--- config.mk ---
export PLATFORM = sky130hd
export DESIGN_NAME = sector_pwm_sampler
export DESIGN_NICKNAME = d
export VERILOG_FILES = /design/src/rtl/sector_pwm_sampler.sv
export SDC_FILE = /design/constraint.sdc
export NUM_CORES = 1
export LEC_CHECK = 0
export ABC_AREA = 1
export BUFFER_PORTS_ARGS = -buffer_cell sky130_fd_sc_hd__buf_2
export CAP_MARGIN = 20
export CORE_MARGIN = 2
export CORE_UTILIZATION = 54
export CTS_CLUSTER_SIZE = 30
export DETAILED_ROUTE_END_ITERATION = 10
export GPL_TIMING_DRIVEN = 0
export PLACE_DENSITY = 0.78
export SLEW_MARGIN = 20
export SYNTH_ARGS = -nofsm -noshare
export SYNTH_HDL_FRONTEND = slang
export SYNTH_SLANG_ARGS = --single-unit
--- constraint.sdc ---
create_clock -name clk -period 11.25 [get_ports clk]
set_input_delay 1.125 -clock clk [delete_from_list [all_inputs] [get_ports clk]]
set_output_delay 1.125 -clock clk [all_outputs]
set_load 0.1 [all_outputs]
--- src/rtl/sector_pwm_sampler.sv ---
module sector_pwm_sampler #(
  parameter int POS_W  = 16,
  parameter int FREQ_W = 12,
  parameter int MOD_W  = 12,
  parameter int F_LO   = 200,
  parameter int F_HI   = 400,
  parameter int HYST   = 10,
  parameter int EDGE1  = 1097,
  parameter int EDGE2  = 2999
) (
  input  logic              clk,
  input  logic              rst_n,
  input  logic [POS_W-1:0]  step,
  input  logic [FREQ_W-1:0] freq,
  input  logic [MOD_W-1:0]  mod_a,
  input  logic [MOD_W-1:0]  mod_b,
  input  logic [MOD_W-1:0]  mod_c,
  output logic              strobe,
  output logic [3:0]        sector,
  output logic [2:0]        rate,
  output logic [POS_W-2:0]  carrier,
  output logic [1:0]        lvl_a,
  output logic [1:0]        lvl_b,
  output logic [1:0]        lvl_c
);
  localparam int CAR_W = POS_W - 1;
  localparam int PW    = MOD_W + 1 + CAR_W;
  localparam logic [FREQ_W-1:0] LO_UP = FREQ_W'(F_LO + HYST);
  localparam logic [FREQ_W-1:0] LO_DN = FREQ_W'(F_LO - HYST);
  localparam logic [FREQ_W-1:0] HI_UP = FREQ_W'(F_HI + HYST);
  localparam logic [FREQ_W-1:0] HI_DN = FREQ_W'(F_HI - HYST);
  localparam logic [MOD_W-1:0]  E1 = MOD_W'(EDGE1);
  localparam logic [MOD_W-1:0]  E2 = MOD_W'(EDGE2);
  localparam logic [MOD_W:0]    W0 = (MOD_W+1)'(EDGE1);
  localparam logic [MOD_W:0]    W1 = (MOD_W+1)'(EDGE2 - EDGE1);
  localparam logic [MOD_W:0]    W2 = (MOD_W+1)'((1 << MOD_W) - EDGE2);

  logic [POS_W-1:0]          pos_q, pos_n;
  logic                      carry, strobe_n, peak_n;
  logic [2:0]                rate_want;
  logic [2:0][MOD_W-1:0]     m_in, hold_q;
  logic [2:0][1:0]           lvl_q;

  function automatic logic [POS_W-1:0] loc(input logic [POS_W-1:0] p, input logic [2:0] r);
    case (r)
      3'd4:    loc = p << 2;
      3'd2:    loc = p << 1;
      default: loc = p;
    endcase
  endfunction

  function automatic logic [1:0] sidx(input logic [POS_W-1:0] p, input logic [2:0] r);
    case (r)
      3'd4:    sidx = p[POS_W-1 -: 2];
      3'd2:    sidx = {1'b0, p[POS_W-1]};
      default: sidx = 2'd0;
    endcase
  endfunction

  function automatic logic [1:0] lvl_of(input logic [MOD_W-1:0] m, input logic [CAR_W-1:0] c);
    logic [MOD_W:0] off, wid;
    logic [1:0]     b;
    logic [PW-1:0]  lhs, rhs;
    if (m < E1) begin
      b = 2'd0; off = {1'b0, m}; wid = W0;
    end else if (m < E2) begin
      b = 2'd1; off = {1'b0, m - E1}; wid = W1;
    end else begin
      b = 2'd2; off = {1'b0, m - E2}; wid = W2;
    end
    lhs = {off, {CAR_W{1'b0}}};
    rhs = PW'(c) * PW'(wid);
    lvl_of = b + {1'b0, lhs > rhs};
  endfunction

  logic [POS_W-1:0] lcl_q, lcl_n;
  assign {carry, pos_n} = {1'b0, pos_q} + {1'b0, step};
  assign lcl_q    = loc(pos_q, rate);
  assign lcl_n    = loc(pos_n, rate);
  assign carrier  = lcl_q[POS_W-1] ? ~lcl_q[POS_W-2:0] : lcl_q[POS_W-2:0];
  assign strobe_n = carry | (sidx(pos_n, rate) != sidx(pos_q, rate));
  assign peak_n   = !carry & lcl_n[POS_W-1] & !lcl_q[POS_W-1];
  assign m_in     = {mod_c, mod_b, mod_a};
  assign {lvl_c, lvl_b, lvl_a} = lvl_q;

  always_comb begin
    if (freq > HI_UP)                      rate_want = 3'd1;
    else if (freq < LO_DN)                 rate_want = 3'd4;
    else if (rate == 3'd4 && freq <= LO_UP) rate_want = 3'd4;
    else if (rate == 3'd1 && freq >= HI_DN) rate_want = 3'd1;
    else                                   rate_want = 3'd2;
  end

  always_ff @(posedge clk) begin
    if (!rst_n) begin
      pos_q  <= '0;
      sector <= '0;
      rate   <= 3'd4;
      strobe <= 1'b0;
      hold_q <= '0;
      lvl_q  <= '0;
    end else begin
      pos_q  <= pos_n;
      strobe <= strobe_n;
      if (carry) begin
        sector <= (sector == 4'd11) ? 4'd0 : sector + 4'd1;
        rate   <= rate_want;
      end
      if (strobe_n | peak_n) hold_q <= m_in;
      for (int i = 0; i < 3; i++) lvl_q[i] <= lvl_of(hold_q[i], carrier);
    end
  end

  AST_SECTOR_RANGE: assert property (@(posedge clk) disable iff (!rst_n) sector < 4'd12);
  AST_SECTOR_STEP: assert property (@(posedge clk) disable iff (!rst_n)
    !$stable(sector) |-> sector == (($past(sector) == 4'd11) ? 4'd0 : $past(sector) + 4'd1));
  AST_STROBE_AT_SECTOR: assert property (@(posedge clk) disable iff (!rst_n)
    !$stable(sector) |-> strobe);
  AST_RATE_AT_BOUNDARY: assert property (@(posedge clk) disable iff (!rst_n)
    !$stable(rate) |-> !$stable(sector));
  AST_RATE_HYST: assert property (@(posedge clk) disable iff (!rst_n)
    (rate == 3'd2 && $past(rate) == 3'd4) |-> $past(freq) > LO_UP);
  AST_HOLD_FROZEN: assert property (@(posedge clk) disable iff (!rst_n)
    (step == '0) |=> $stable(hold_q));
endmodule

==> impl_table.tex, run 1 <==
\begin{tabular}{lr}
\hline
Metric & Value \\
\hline
\multicolumn{2}{l}{\textbf{Outcome}} \\
\quad Result of the run & completed \\
\multicolumn{2}{l}{\textbf{Detailed routing}} \\
\quad Antenna Violating Nets Remaining & 0 \\
\quad Wirelength per Cell & 16.0 um \\
\quad Residual DRC & 0 \\
\quad Router iterations before antenna repair & 7 \\
\quad Via count & 18200 \\
\quad Via-per-instance ratio & 5.41 \\
\quad Count of routing violations after the opening detailed-route iteration & 1238 \\
\quad Sum of routed wire length over all layers & 53800 um \\
\multicolumn{2}{l}{\textbf{Setup path}} \\
\quad Worst Path Required & 11490 ps \\
\quad Startpoint types & flop \\
\quad Highest fanout seen on the critical path & 10 \\
\quad Count of buffer and inverter cells on the critical path & 8 \\
\quad Type of destination of the critical path & flop \\
\quad CP top delay family & adder cells \\
\quad Slowest-stage cell, CP & clkbuf\_1 \\
\quad Worst setup slack for register-to-register paths & 1130 ps \\
\quad Largest incremental delay on the critical path & 630 ps \\
\quad Crit Path Class & reg2reg \\
\quad Critical path data arrival time & 10360 ps \\
\multicolumn{2}{l}{\textbf{CTS}} \\
\quad H-tree depth & 3 \\
\quad CTS clk-pin slew, worst paths & 60 ps \\
\quad CTS Sinks & 66 \\
\quad Number of buffers inserted during clock tree synthesis & 9 \\
\quad Clock buffer depth & 2 \\
\quad Buffer type at the clock tree root & clkbuf\_16 \\
\quad Hold buffers post-CTS & 0 \\
\quad CTS-repair resized insts & 0 \\
\quad Total setup buffers inserted after CTS & 0 \\
\quad Clock latency at the later pin of the worst-skew pair & 370 ps \\
\quad Clock tree from TritonCTS & built \\
\multicolumn{2}{l}{\textbf{Synth}} \\
\quad Share of cell area taken by muxes after synthesis & 0 \\
\quad Yosys synthesis warning count & 0 \\
\quad Gate Count Post-Synth & 2789 \\
\quad Synth Register Bits & 66 \\
\quad Xor and xnor fraction of the mapped netlist area & 0.0471 \\
\quad Synthesized-area fraction occupied by ao, oa, aoi and oai cells & 0.0978 \\
\quad Top\_reg\_cell synth & dfxtp\_1 \\
\quad Synthesized area & 19900 um\^{}2 \\
\quad Sequential-to-total area share from yosys stat & 0.0665 \\
\quad Top area cells in the synthesized netlist & fa\_1, ha\_1, inv\_1 \\
\quad Average cell area after synthesis & 7.12 um\^{}2 \\
\quad Async SR Flop Fraction & 0 \\
\quad Post-synth top area share & 0.246 \\
\quad Cell type with the highest aggregate area in the netlist & fa\_1 \\
\quad Number of enable-type register cells in the synthesized netlist & 0 \\
\quad Adder and majority cell fraction of the synthesized area & 0.448 \\
\quad Distinct cell type count of the synthesized netlist & 46 \\
\quad Simple-gate share of the synthesized area & 0.183 \\
\quad Net Count, Synth & 3419 \\
\quad Main combinational cell family by area after synthesis & adder cells \\
\multicolumn{2}{l}{\textbf{Placed design}} \\
\quad Post-DP HPWL & 45600 um \\
\quad Port buffer count & 94 \\
\quad Cell Count Post-Placement & 3354 \\
\quad Global placement routability congestion & 0.956 \\
\quad DP Worst Slack & 1360 ps \\
\multicolumn{2}{l}{\textbf{Floorplan}} \\
\quad Core ar. & 36400 um\^{}2 \\
\quad Horizontal extent of the die & 196 um \\
\quad Starting density of the core & 0.545 \\
\quad Die height & 196 um \\
\quad Overall die area & 38300 um\^{}2 \\
\quad Number of top-level pins & 95 \\
\quad Cell row count & 70 \\
\multicolumn{2}{l}{\textbf{Finish}} \\
\quad Number of non-filler instances in the completed layout & 3370 \\
\quad Area growth from synthesis to layout & 7.47\% \\
\quad Number of antenna cells inserted & 0 \\
\quad Leading cell type in the layout, fill and taps excluded & inv\_1 \\
\quad Final core occ & 0.586 \\
\quad Post-layout net count & 3527 \\
\quad Ratio of cells with drive above 1 in the final layout & 0.0500 \\
\quad Filler cell count in the final layout & 3446 \\
\quad Most used cells in the layout excluding fill and tap cells & inv\_1, nand2\_1, ha\_1 \\
\multicolumn{2}{l}{\textbf{STA}} \\
\quad Share of the cycle needed by the critical path after routing & 0.900 \\
\quad Setup repair after global routing missed its margin & false \\
\quad Slew margin rel. & 0.244 \\
\quad Maximum clock rate & 98.8 MHz \\
\quad Final Max Slew Viols & 0 \\
\quad Setup TNS after final layout & 0 ps \\
\quad Worst clock skew on the final layout & 7.38 ps \\
\quad Final critical delay including setup and external delays & 10120 ps \\
\quad Setup-violating endpoint count in the final report & 0 \\
\quad Measured slew at the worst slew-check pin & 1130 ps \\
\quad Final hold viol count & 0 \\
\quad Setup slack of the critical path after layout & 1130 ps \\
\multicolumn{2}{l}{\textbf{Run}} \\
\quad \# Max-Cap Violations & 0 \\
\multicolumn{2}{l}{\textbf{Global routing}} \\
\quad Overall fraction of global-route tracks in use & 0.287 \\
\quad Antenna violations before repair & 0 \\
\quad Residual overflow from global routing & 0 \\
\quad Maximum number of pins on one net before global-route repair & 16 \\
\quad First-pass GRT wire length & 87900 um \\
\quad Vias in the first global route & 17900 \\
\multicolumn{2}{l}{\textbf{Min path}} \\
\quad Worst min-delay path category & reg2reg \\
\hline
\end{tabular}
==> per-layer routing <==
metal | part of all wire | GRT usage | vias to the layer above | routed length [um]
met2 | 0.47 | 0.487 | 728 | 25400
met4 | 0.036 | 0.110 | 0 | 1940
met1 | 0.42 | 0.374 | 8632 | 22400
met3 | 0.075 | 0.0397 | 115 | 4050
met5 | 0 | 0 | - | 0
li1 | - | - | 8761 | -
==> sequential cells by signal, summed over array words and instances, names as in the netlist <==
signal / flops
hold_q: 36
pos_q: 16
sector: 4
rate: 3
lvl_a: 2
lvl_b: 2
lvl_c: 2
strobe: 1
==> path summary, 6_finish.rpt <==
kind / start / endpoint / cells after the start
max reg2reg: hold_q[0] / lvl_a[1] / 46
max: hold_q[0] / lvl_a[1] / 46
min: sector[1] / sector[1] / 2
min reg2reg: sector[1] / sector[1] / 2
==> kinds of logic (layout without fill, tap and decap cells) <==
| family | Yosys count | in the layout |
|---|---|---|
| compound gates | 341 | 341 |
| flops | 66 | 66 |
| xor+xnor | 106 | 106 |
| buf+inv | 834 | 947 |
| fa+ha+maj | 564 | 564 |
| simple gates | 878 | 878 |
==> layout make-up <==
class | instances | area, um^2 | area share
tap | 468 | 586 | 0.0274
timing repair buffer | 97 | 508 | 0.0238
clock buffer | 9 | 225 | 0.0106
sequential | 66 | 1320 | 0.0619
buffer | 37 | 153 | 0.00715
multi-input combinational | 1889 | 15500 | 0.724
inverter | 797 | 2990 | 0.140
clock inverter | 7 | 101 | 0.00475
==> stage by stage <==
step / instance area [um^2] / hold WS, ps
after floorplan: 19900 / 524
after global routing: 21300 / 532
final: 21300 / 508
after detailed placement: 21000 / 495
after CTS: 21300 / 504
after global placement: 20900 / 472
==> tightest hold or removal path, stage by stage, from the launching register on <==
cell and delay, ps:
dfxtp_1 320, inv_1 80, a21oi_1 60
==> cell usage after synthesis, drive strengths merged, types with 6 or more instances <==
cell	n
o22ai	26
buf	15
o21ai	91
nor2	193
nand4	60
inv	793
o21a	6
fa	244
o21bai	14
or2	7
a21boi	7
a21o	7
nand2	514
a31oi	12
nor4	6
o211ai	13
ha	320
a21oi	149
nand3	71
nor3	20
dfxtp	66
xnor2	35
clkbuf	22
xor2	71
Power of run 1 is left out: the tool's default activity adds up to more than one toggle a clock period on the data nets, which glitch-free logic cannot reach.
==> run 2, diff against run 1 <==
Settings changed: BUFFER_PORTS_ARGS -buffer_cell sky130_fd_sc_hd__buf_2 to default, CORE_UTILIZATION 54 to 65, DONT_BUFFER_PORTS from default to 1, PLACE_DENSITY 0.78 to 0.88, REMOVE_ABC_BUFFERS from default to 1.
==> run 2 against run 1 <==
Cell area down 2.0%; routed wire length fell by 5.7%; final cell count decreased by 5.9%; flip-flop and latch count is the same; critical path depth fell by 5; clock skew decreased by 0.69 ps; first-iteration DRC count is 14% higher; utilization increased by 11 points; die area down 17%; worst setup slack worse by 680 ps; critical endpoint is now lvl_a[0].
==> impl_table.tex, run 2 (synthesis results as in run 1) <==
\begin{tabular}{lr}
\hline
Metric & Value \\
\hline
\multicolumn{2}{l}{\textbf{Setup path}} \\
\quad CP top delay family & adder cells \\
\quad Crit path depth & 41 (-11\%) \\
\quad Count of buffer and inverter cells on the critical path & 10 (+2) \\
\quad Worst Path Required & 11500 ps (about the same) \\
\quad Largest incremental delay on the critical path & 930 ps (+300 ps) \\
\quad Top cell by count, worst path & inv\_1 \\
\quad Endpoint of the worst register-to-register path & lvl\_a[0] \\
\quad Highest fanout seen on the critical path & 19 (+9) \\
\quad Type of destination of the critical path & flop \\
\quad Depth of the worst register-to-register path & 41 (-11\%) \\
\quad Launching point of the worst reg2reg path & rate[0] \\
\quad Slowest-stage cell, CP & clkinvlp\_4 \\
\quad Worst setup slack for register-to-register paths & 450 ps (-680 ps) \\
\quad Startpoint types & flop \\
\quad Critical path data arrival time & 11050 ps (+690 ps) \\
\quad Crit Path Class & reg2reg \\
\multicolumn{2}{l}{\textbf{Detailed routing}} \\
\quad Antenna Violating Nets Remaining & 0 (unchanged) \\
\quad Router iterations before antenna repair & 6 (-1) \\
\quad Wirelength per Cell & 16.0 um (+0.18\%) \\
\quad Sum of routed wire length over all layers & 50700 um (-5.7\%) \\
\quad Via count & 17800 (-2.4\%) \\
\quad Via-per-instance ratio & 5.62 (+3.8\%) \\
\quad Count of routing violations after the opening detailed-route iteration & 1406 (+14\%) \\
\quad Residual DRC & 0 (unchanged) \\
\multicolumn{2}{l}{\textbf{Finish}} \\
\quad Final core occ & 0.700 (+0.114) \\
\quad Largest register FFs & 36 (unchanged) \\
\quad Post-layout net count & 3406 (-3.4\%) \\
\quad Area growth from synthesis to layout & 5.30\% \\
\quad Registers with the most flip-flops & hold\_q (36), pos\_q (16), sector (4) \\
\quad Number of antenna cells inserted & 0 (unchanged) \\
\quad Ratio of cells with drive above 1 in the final layout & 0.0245 (-0.0255) \\
\quad Leading cell type in the layout, fill and taps excluded & inv\_1 \\
\quad Filler cell count in the final layout & 2382 (-31\%) \\
\quad Most used cells in the layout excluding fill and tap cells & inv\_1, nand2\_1, ha\_1 \\
\quad Reg with most FFs & hold\_q \\
\multicolumn{2}{l}{\textbf{Placed design}} \\
\quad Global placement routability congestion & 0.951 (-0.51\%) \\
\quad Post-DP HPWL & 42100 um (-7.7\%) \\
\quad Port buffer count & 0 (-100\%) \\
\multicolumn{2}{l}{\textbf{STA}} \\
\quad Slew margin rel. & 0.215 (-0.0297) \\
\quad Maximum clock rate & 92.6 MHz (-6.3\%) \\
\quad Final hold viol count & 0 (unchanged) \\
\quad Final critical delay including setup and external delays & 10800 ps (+680 ps) \\
\quad Setup-violating endpoint count in the final report & 0 (unchanged) \\
\quad Setup repair after global routing missed its margin & false \\
\quad Worst clock skew on the final layout & 6.68 ps (-0.692 ps) \\
\quad Measured slew at the worst slew-check pin & 1170 ps (+44.3 ps) \\
\quad Share of the cycle needed by the critical path after routing & 0.960 (+0.0604) \\
\quad Final Max Slew Viols & 0 (unchanged) \\
\multicolumn{2}{l}{\textbf{Floorplan}} \\
\quad Die height & 179 um (-8.7\%) \\
\quad Number of top-level pins & 95 (unchanged) \\
\quad Cell row count & 63 (-10\%) \\
\quad Core ar. & 29900 um\^{}2 (-18\%) \\
\quad Starting density of the core & 0.665 (+0.120) \\
\quad Overall die area & 32000 um\^{}2 (-17\%) \\
\quad Horizontal extent of the die & 179 um (-8.7\%) \\
\multicolumn{2}{l}{\textbf{Global routing}} \\
\quad Antenna violations before repair & 0 (unchanged) \\
\quad Overall fraction of global-route tracks in use & 0.334 (+0.0470) \\
\quad Residual overflow from global routing & 0 (unchanged) \\
\quad Maximum number of pins on one net before global-route repair & 58 (+42) \\
\quad Vias in the first global route & 18400 (+2.9\%) \\
\quad First-pass GRT wire length & 85500 um (-2.7\%) \\
\multicolumn{2}{l}{\textbf{Run}} \\
\quad \# Max-Cap Violations & 0 (unchanged) \\
\multicolumn{2}{l}{\textbf{Min path}} \\
\quad Worst min-delay path category & reg2reg \\
\quad Start point of the worst hold path & pos\_q[0] \\
\quad Worst hold endpoint & pos\_q[0] \\
\quad Depth of the worst hold-timing path & 3 (+1) \\
\multicolumn{2}{l}{\textbf{Outcome}} \\
\quad Result of the run & completed \\
\multicolumn{2}{l}{\textbf{CTS}} \\
\quad H-tree depth & 3 (unchanged) \\
\quad Clock latency at the later pin of the worst-skew pair & 360 ps (about the same) \\
\quad CTS clk-pin slew, worst paths & 60 ps (about the same) \\
\quad CTS Sinks & 66 (unchanged) \\
\quad Clock tree from TritonCTS & built \\
\quad Buffer type at the clock tree root & clkbuf\_16 \\
\quad Number of buffers inserted during clock tree synthesis & 9 (unchanged) \\
\quad Clock buffer depth & 2 (unchanged) \\
\quad Hold buffers post-CTS & 0 (unchanged) \\
\hline
\end{tabular}
==> run 2: worst max path at each step <==
stage / endpoint / from
after floorplan: lvl_a[1] / rate[2]
after global placement: lvl_a[1] / rate[2]
after detailed placement: lvl_a[1] / rate[2]
after CTS: lvl_a[0] / rate[2]
after global routing: lvl_a[1] / rate[0]
final: lvl_a[0] / rate[0]
==> run 2: layout make-up <==
| type | count | area (um^2) | area share |
|---|---|---|---|
| tap | 390 | 488 | 0.0233 |
| sequential | 66 | 1330 | 0.0634 |
| clock inverter | 5 | 30.0 | 0.00144 |
| inverter | 797 | 3000 | 0.143 |
| multi-input combinational | 1889 | 15500 | 0.743 |
| timing repair buffer | 13 | 293 | 0.0140 |
| clock buffer | 11 | 243 | 0.0116 |
==> run 2: timing repair <==
| action | 4_1_cts | 5_1_grt |
|---|---|---|
| setup buffers | 0 | 0 |
| resized for setup | 0 | 5 |
| setup endpoints to repair | 0 | 6 |
==> run 2: metal layers <==
layer	global-route usage	wire (um)
met1	0.416	20200
met2	0.564	24100
met3	0.0664	4200
met4	0.145	2160
met5	0	0
==> run 2: per-stage QoR <==
step / setup TNS, ps / setup WS (ps) / hold WS, ps / area [um^2] / cells
4_1_cts: 0 / 219 / 579 / 20900 / 3170
6_report: 0 / 450 / 608 / 20900 / 3171
3_3_place_gp: -11010 / -1960 / 542 / 20200 / 3142
5_1_grt: 0 / 81.0 / 660 / 20900 / 3171
3_5_place_dp: 0 / 290 / 566 / 20600 / 3154
2_1_floorplan: 0 / 321 / 523 / 19700 / 2752
==> run 2: worst register-to-register path: cells and delay by family, from the launching register on <==
kind | cells | cell delay [ps]
XOR/XNOR | 2 | 910
adder cells (fa/ha/maj) | 8 | 3570
AO/OA/AOI/OAI | 6 | 1700
buffers and inverters | 10 | 2040
flip-flops | 1 | 670
AND/OR/NAND/NOR | 15 | 1820
Power of run 2 is left out for the same reason.
==> run 3, diff against run 2 <==
Settings changed: MAX_ROUTING_LAYER from default to met4.
==> run 3 against run 2 <==
Flip-flop and latch count is the same; utilization grew 0.11 points; global-route usage grew 0.77 points; die area is the same; sequential share of layout area is essentially flat; maximum frequency grew 2.7%; worst setup slack gained 280 ps; clock-buffer cell count shrank 2; hold slack lost 3.2 ps; non-clock buffer count grew 5; clock skew shrank 1.5 ps; via count shrank 0.11%.
==> impl_table.tex, run 3 (synthesis results as in run 1) <==
\begin{tabular}{lr}
\hline
Metric & Value \\
\hline
\multicolumn{2}{l}{\textbf{Setup path}} \\
\quad Endpoint of the worst register-to-register path & lvl\_a[1] \\
\quad Top cell by count, worst path & nand2\_1 \\
\quad Crit Path Class & reg2reg \\
\quad Worst setup slack for register-to-register paths & 730 ps (+280 ps) \\
\quad Critical path data arrival time & 10760 ps (-290 ps) \\
\quad Largest incremental delay on the critical path & 880 ps (-50 ps) \\
\quad CP top delay family & simple AND/OR/NAND/NOR gates \\
\quad Highest fanout seen on the critical path & 19 (unchanged) \\
\quad Worst Path Required & 11490 ps (about the same) \\
\quad Type of destination of the critical path & flop \\
\quad Slowest-stage cell, CP & clkinv\_2 \\
\quad Depth of the worst register-to-register path & 40 (-2.4\%) \\
\quad Launching point of the worst reg2reg path & rate[2] \\
\quad Startpoint types & flop \\
\quad Count of buffer and inverter cells on the critical path & 6 (-4) \\
\multicolumn{2}{l}{\textbf{Floorplan}} \\
\quad Horizontal extent of the die & 179 um (unchanged) \\
\quad Die height & 179 um (unchanged) \\
\quad Number of top-level pins & 95 (unchanged) \\
\quad Core ar. & 29900 um\^{}2 (unchanged) \\
\quad Starting density of the core & 0.665 (unchanged) \\
\quad Cell row count & 63 (unchanged) \\
\quad Overall die area & 32000 um\^{}2 (unchanged) \\
\multicolumn{2}{l}{\textbf{Finish}} \\
\quad Area growth from synthesis to layout & 5.47\% \\
\quad Number of antenna cells inserted & 0 (unchanged) \\
\quad Leading cell type in the layout, fill and taps excluded & inv\_1 \\
\quad Most used cells in the layout excluding fill and tap cells & inv\_1, nand2\_1, ha\_1 \\
\quad Reg with most FFs & hold\_q \\
\quad Sequential Area & 1330 um\^{}2 (unchanged) \\
\quad Registers with the most flip-flops & hold\_q (36), pos\_q (16), sector (4) \\
\quad Largest register FFs & 36 (unchanged) \\
\quad Ratio of cells with drive above 1 in the final layout & 0.0262 (+0.00176) \\
\quad Multi-input gate area in the final layout & 15500 um\^{}2 (unchanged) \\
\quad Number of non-filler instances in the completed layout & 3175 (+0.13\%) \\
\quad Final core occ & 0.701 (+0.00113) \\
\quad Filler cell count in the final layout & 2413 (+1.3\%) \\
\quad Post-layout net count & 3411 (+0.15\%) \\
\multicolumn{2}{l}{\textbf{Global routing}} \\
\quad Vias in the first global route & 18000 (-2.2\%) \\
\quad Overall fraction of global-route tracks in use & 0.342 (+0.00770) \\
\quad Maximum number of pins on one net before global-route repair & 58 (unchanged) \\
\quad Residual overflow from global routing & 0 (unchanged) \\
\quad First-pass GRT wire length & 84500 um (-1.2\%) \\
\quad Antenna violations before repair & 0 (unchanged) \\
\multicolumn{2}{l}{\textbf{STA}} \\
\quad Final hold viol count & 0 (unchanged) \\
\quad Maximum clock rate & 95.1 MHz (+2.7\%) \\
\quad Measured slew at the worst slew-check pin & 1160 ps (-10.9 ps) \\
\quad Setup-violating endpoint count in the final report & 0 (unchanged) \\
\quad Slew margin rel. & 0.227 (+0.0120) \\
\quad Worst clock skew on the final layout & 5.17 ps (-1.51 ps) \\
\quad Final Max Slew Viols & 0 (unchanged) \\
\quad Final critical delay including setup and external delays & 10520 ps (-284 ps) \\
\quad Share of the cycle needed by the critical path after routing & 0.935 (-0.0252) \\
\quad Setup repair after global routing missed its margin & false \\
\multicolumn{2}{l}{\textbf{Placed design}} \\
\quad Port buffer count & 0 (unchanged) \\
\quad Global placement routability congestion & 0.963 (+1.3\%) \\
\quad Cell Count Post-Placement & 3154 (unchanged) \\
\quad Post-DP HPWL & 42300 um (+0.58\%) \\
\multicolumn{2}{l}{\textbf{CTS}} \\
\quad H-tree depth & 3 (unchanged) \\
\quad Number of buffers inserted during clock tree synthesis & 9 (unchanged) \\
\quad Clock buffer depth & 2 (unchanged) \\
\quad Clock latency at the later pin of the worst-skew pair & 360 ps (about the same) \\
\quad CTS clk-pin slew, worst paths & 60 ps (about the same) \\
\quad Buffer type at the clock tree root & clkbuf\_16 \\
\quad Clock tree from TritonCTS & built \\
\quad Hold buffers post-CTS & 0 (unchanged) \\
\quad CTS Sinks & 66 (unchanged) \\
\multicolumn{2}{l}{\textbf{Min path}} \\
\quad Worst min-delay path category & reg2reg \\
\quad Worst hold endpoint & pos\_q[0] \\
\quad Start point of the worst hold path & pos\_q[0] \\
\quad Depth of the worst hold-timing path & 3 (unchanged) \\
\multicolumn{2}{l}{\textbf{Outcome}} \\
\quad Result of the run & completed \\
\multicolumn{2}{l}{\textbf{Detailed routing}} \\
\quad Router iterations before antenna repair & 7 (+1) \\
\quad Sum of routed wire length over all layers & 50900 um (+0.44\%) \\
\quad Residual DRC & 0 (unchanged) \\
\quad Via count & 17800 (-0.11\%) \\
\quad Count of routing violations after the opening detailed-route iteration & 1356 (-3.6\%) \\
\quad Wirelength per Cell & 16.0 um (+0.32\%) \\
\quad Via-per-instance ratio & 5.60 (-0.24\%) \\
\quad Antenna Violating Nets Remaining & 0 (unchanged) \\
\multicolumn{2}{l}{\textbf{Run}} \\
\quad \# Max-Cap Violations & 0 (unchanged) \\
\hline
\end{tabular}
[run 3: cell count changes in the layout (fill, tap and decap cells not counted), sizes merged]
cell      delta
buf          +5
clkbuf       -2
clkinv       +1
clkinvlp     -1
inv          +1
[run 3: through the flow]
| step | area (um^2) | setup TNS [ps] | hold WS [ps] | setup WS [ps] |
|---|---|---|---|---|
| floorplan | 19700 | 0 | 523 | 321 |
| global placement | 20200 | -10710 | 546 | -1870 |
| global route | 20900 | 0 | 647 | 101 |
| finish | 20900 | 0 | 605 | 733 |
| CTS | 20900 | 0 | 588 | 41.8 |
| detailed placement | 20600 | 0 | 573 | 102 |
[run 3: per-layer routing]
metal / share of wire / track usage / up-vias
li1: - / - / 8519
met1: 0.40 / 0.414 / 8326
met2: 0.47 / 0.559 / 778
met3: 0.084 / 0.0651 / 164
met4: 0.042 / 0.146 / 0
met5: 0 / - / -
[run 3: worst min-delay path, cell delays in order (launching register included)]
cell,delay [ps]
dfxtp_1,340
ha_1,140
nand2_1,50
inv_1,40
[run 3: what timing repair did]
item	CTS	global route
gates resized for setup	0	4
setup endpoints to repair	0	6
setup buffers	0	5
[run 3: how the worst max path moves through the flow]
stage,startpoint,end,depth (start not counted)
global route,rate[2],lvl_a[1],46
finish,rate[2],lvl_a[1],40
detailed placement,rate[2],lvl_a[1],39
floorplan,rate[2],lvl_a[1],45
global placement,rate[2],lvl_a[1],45
CTS,rate[2],lvl_a[1],39
[run 3: final cells by class]
cell class / count / area share
timing repair buffer: 18 / 0.0164
clock inverter: 6 / 0.00167
tap: 390 / 0.0233
multi-input combinational: 1889 / 0.742
sequential: 66 / 0.0633
clock buffer: 9 / 0.0108
inverter: 797 / 0.143
Power of run 3 is left out for the same reason.
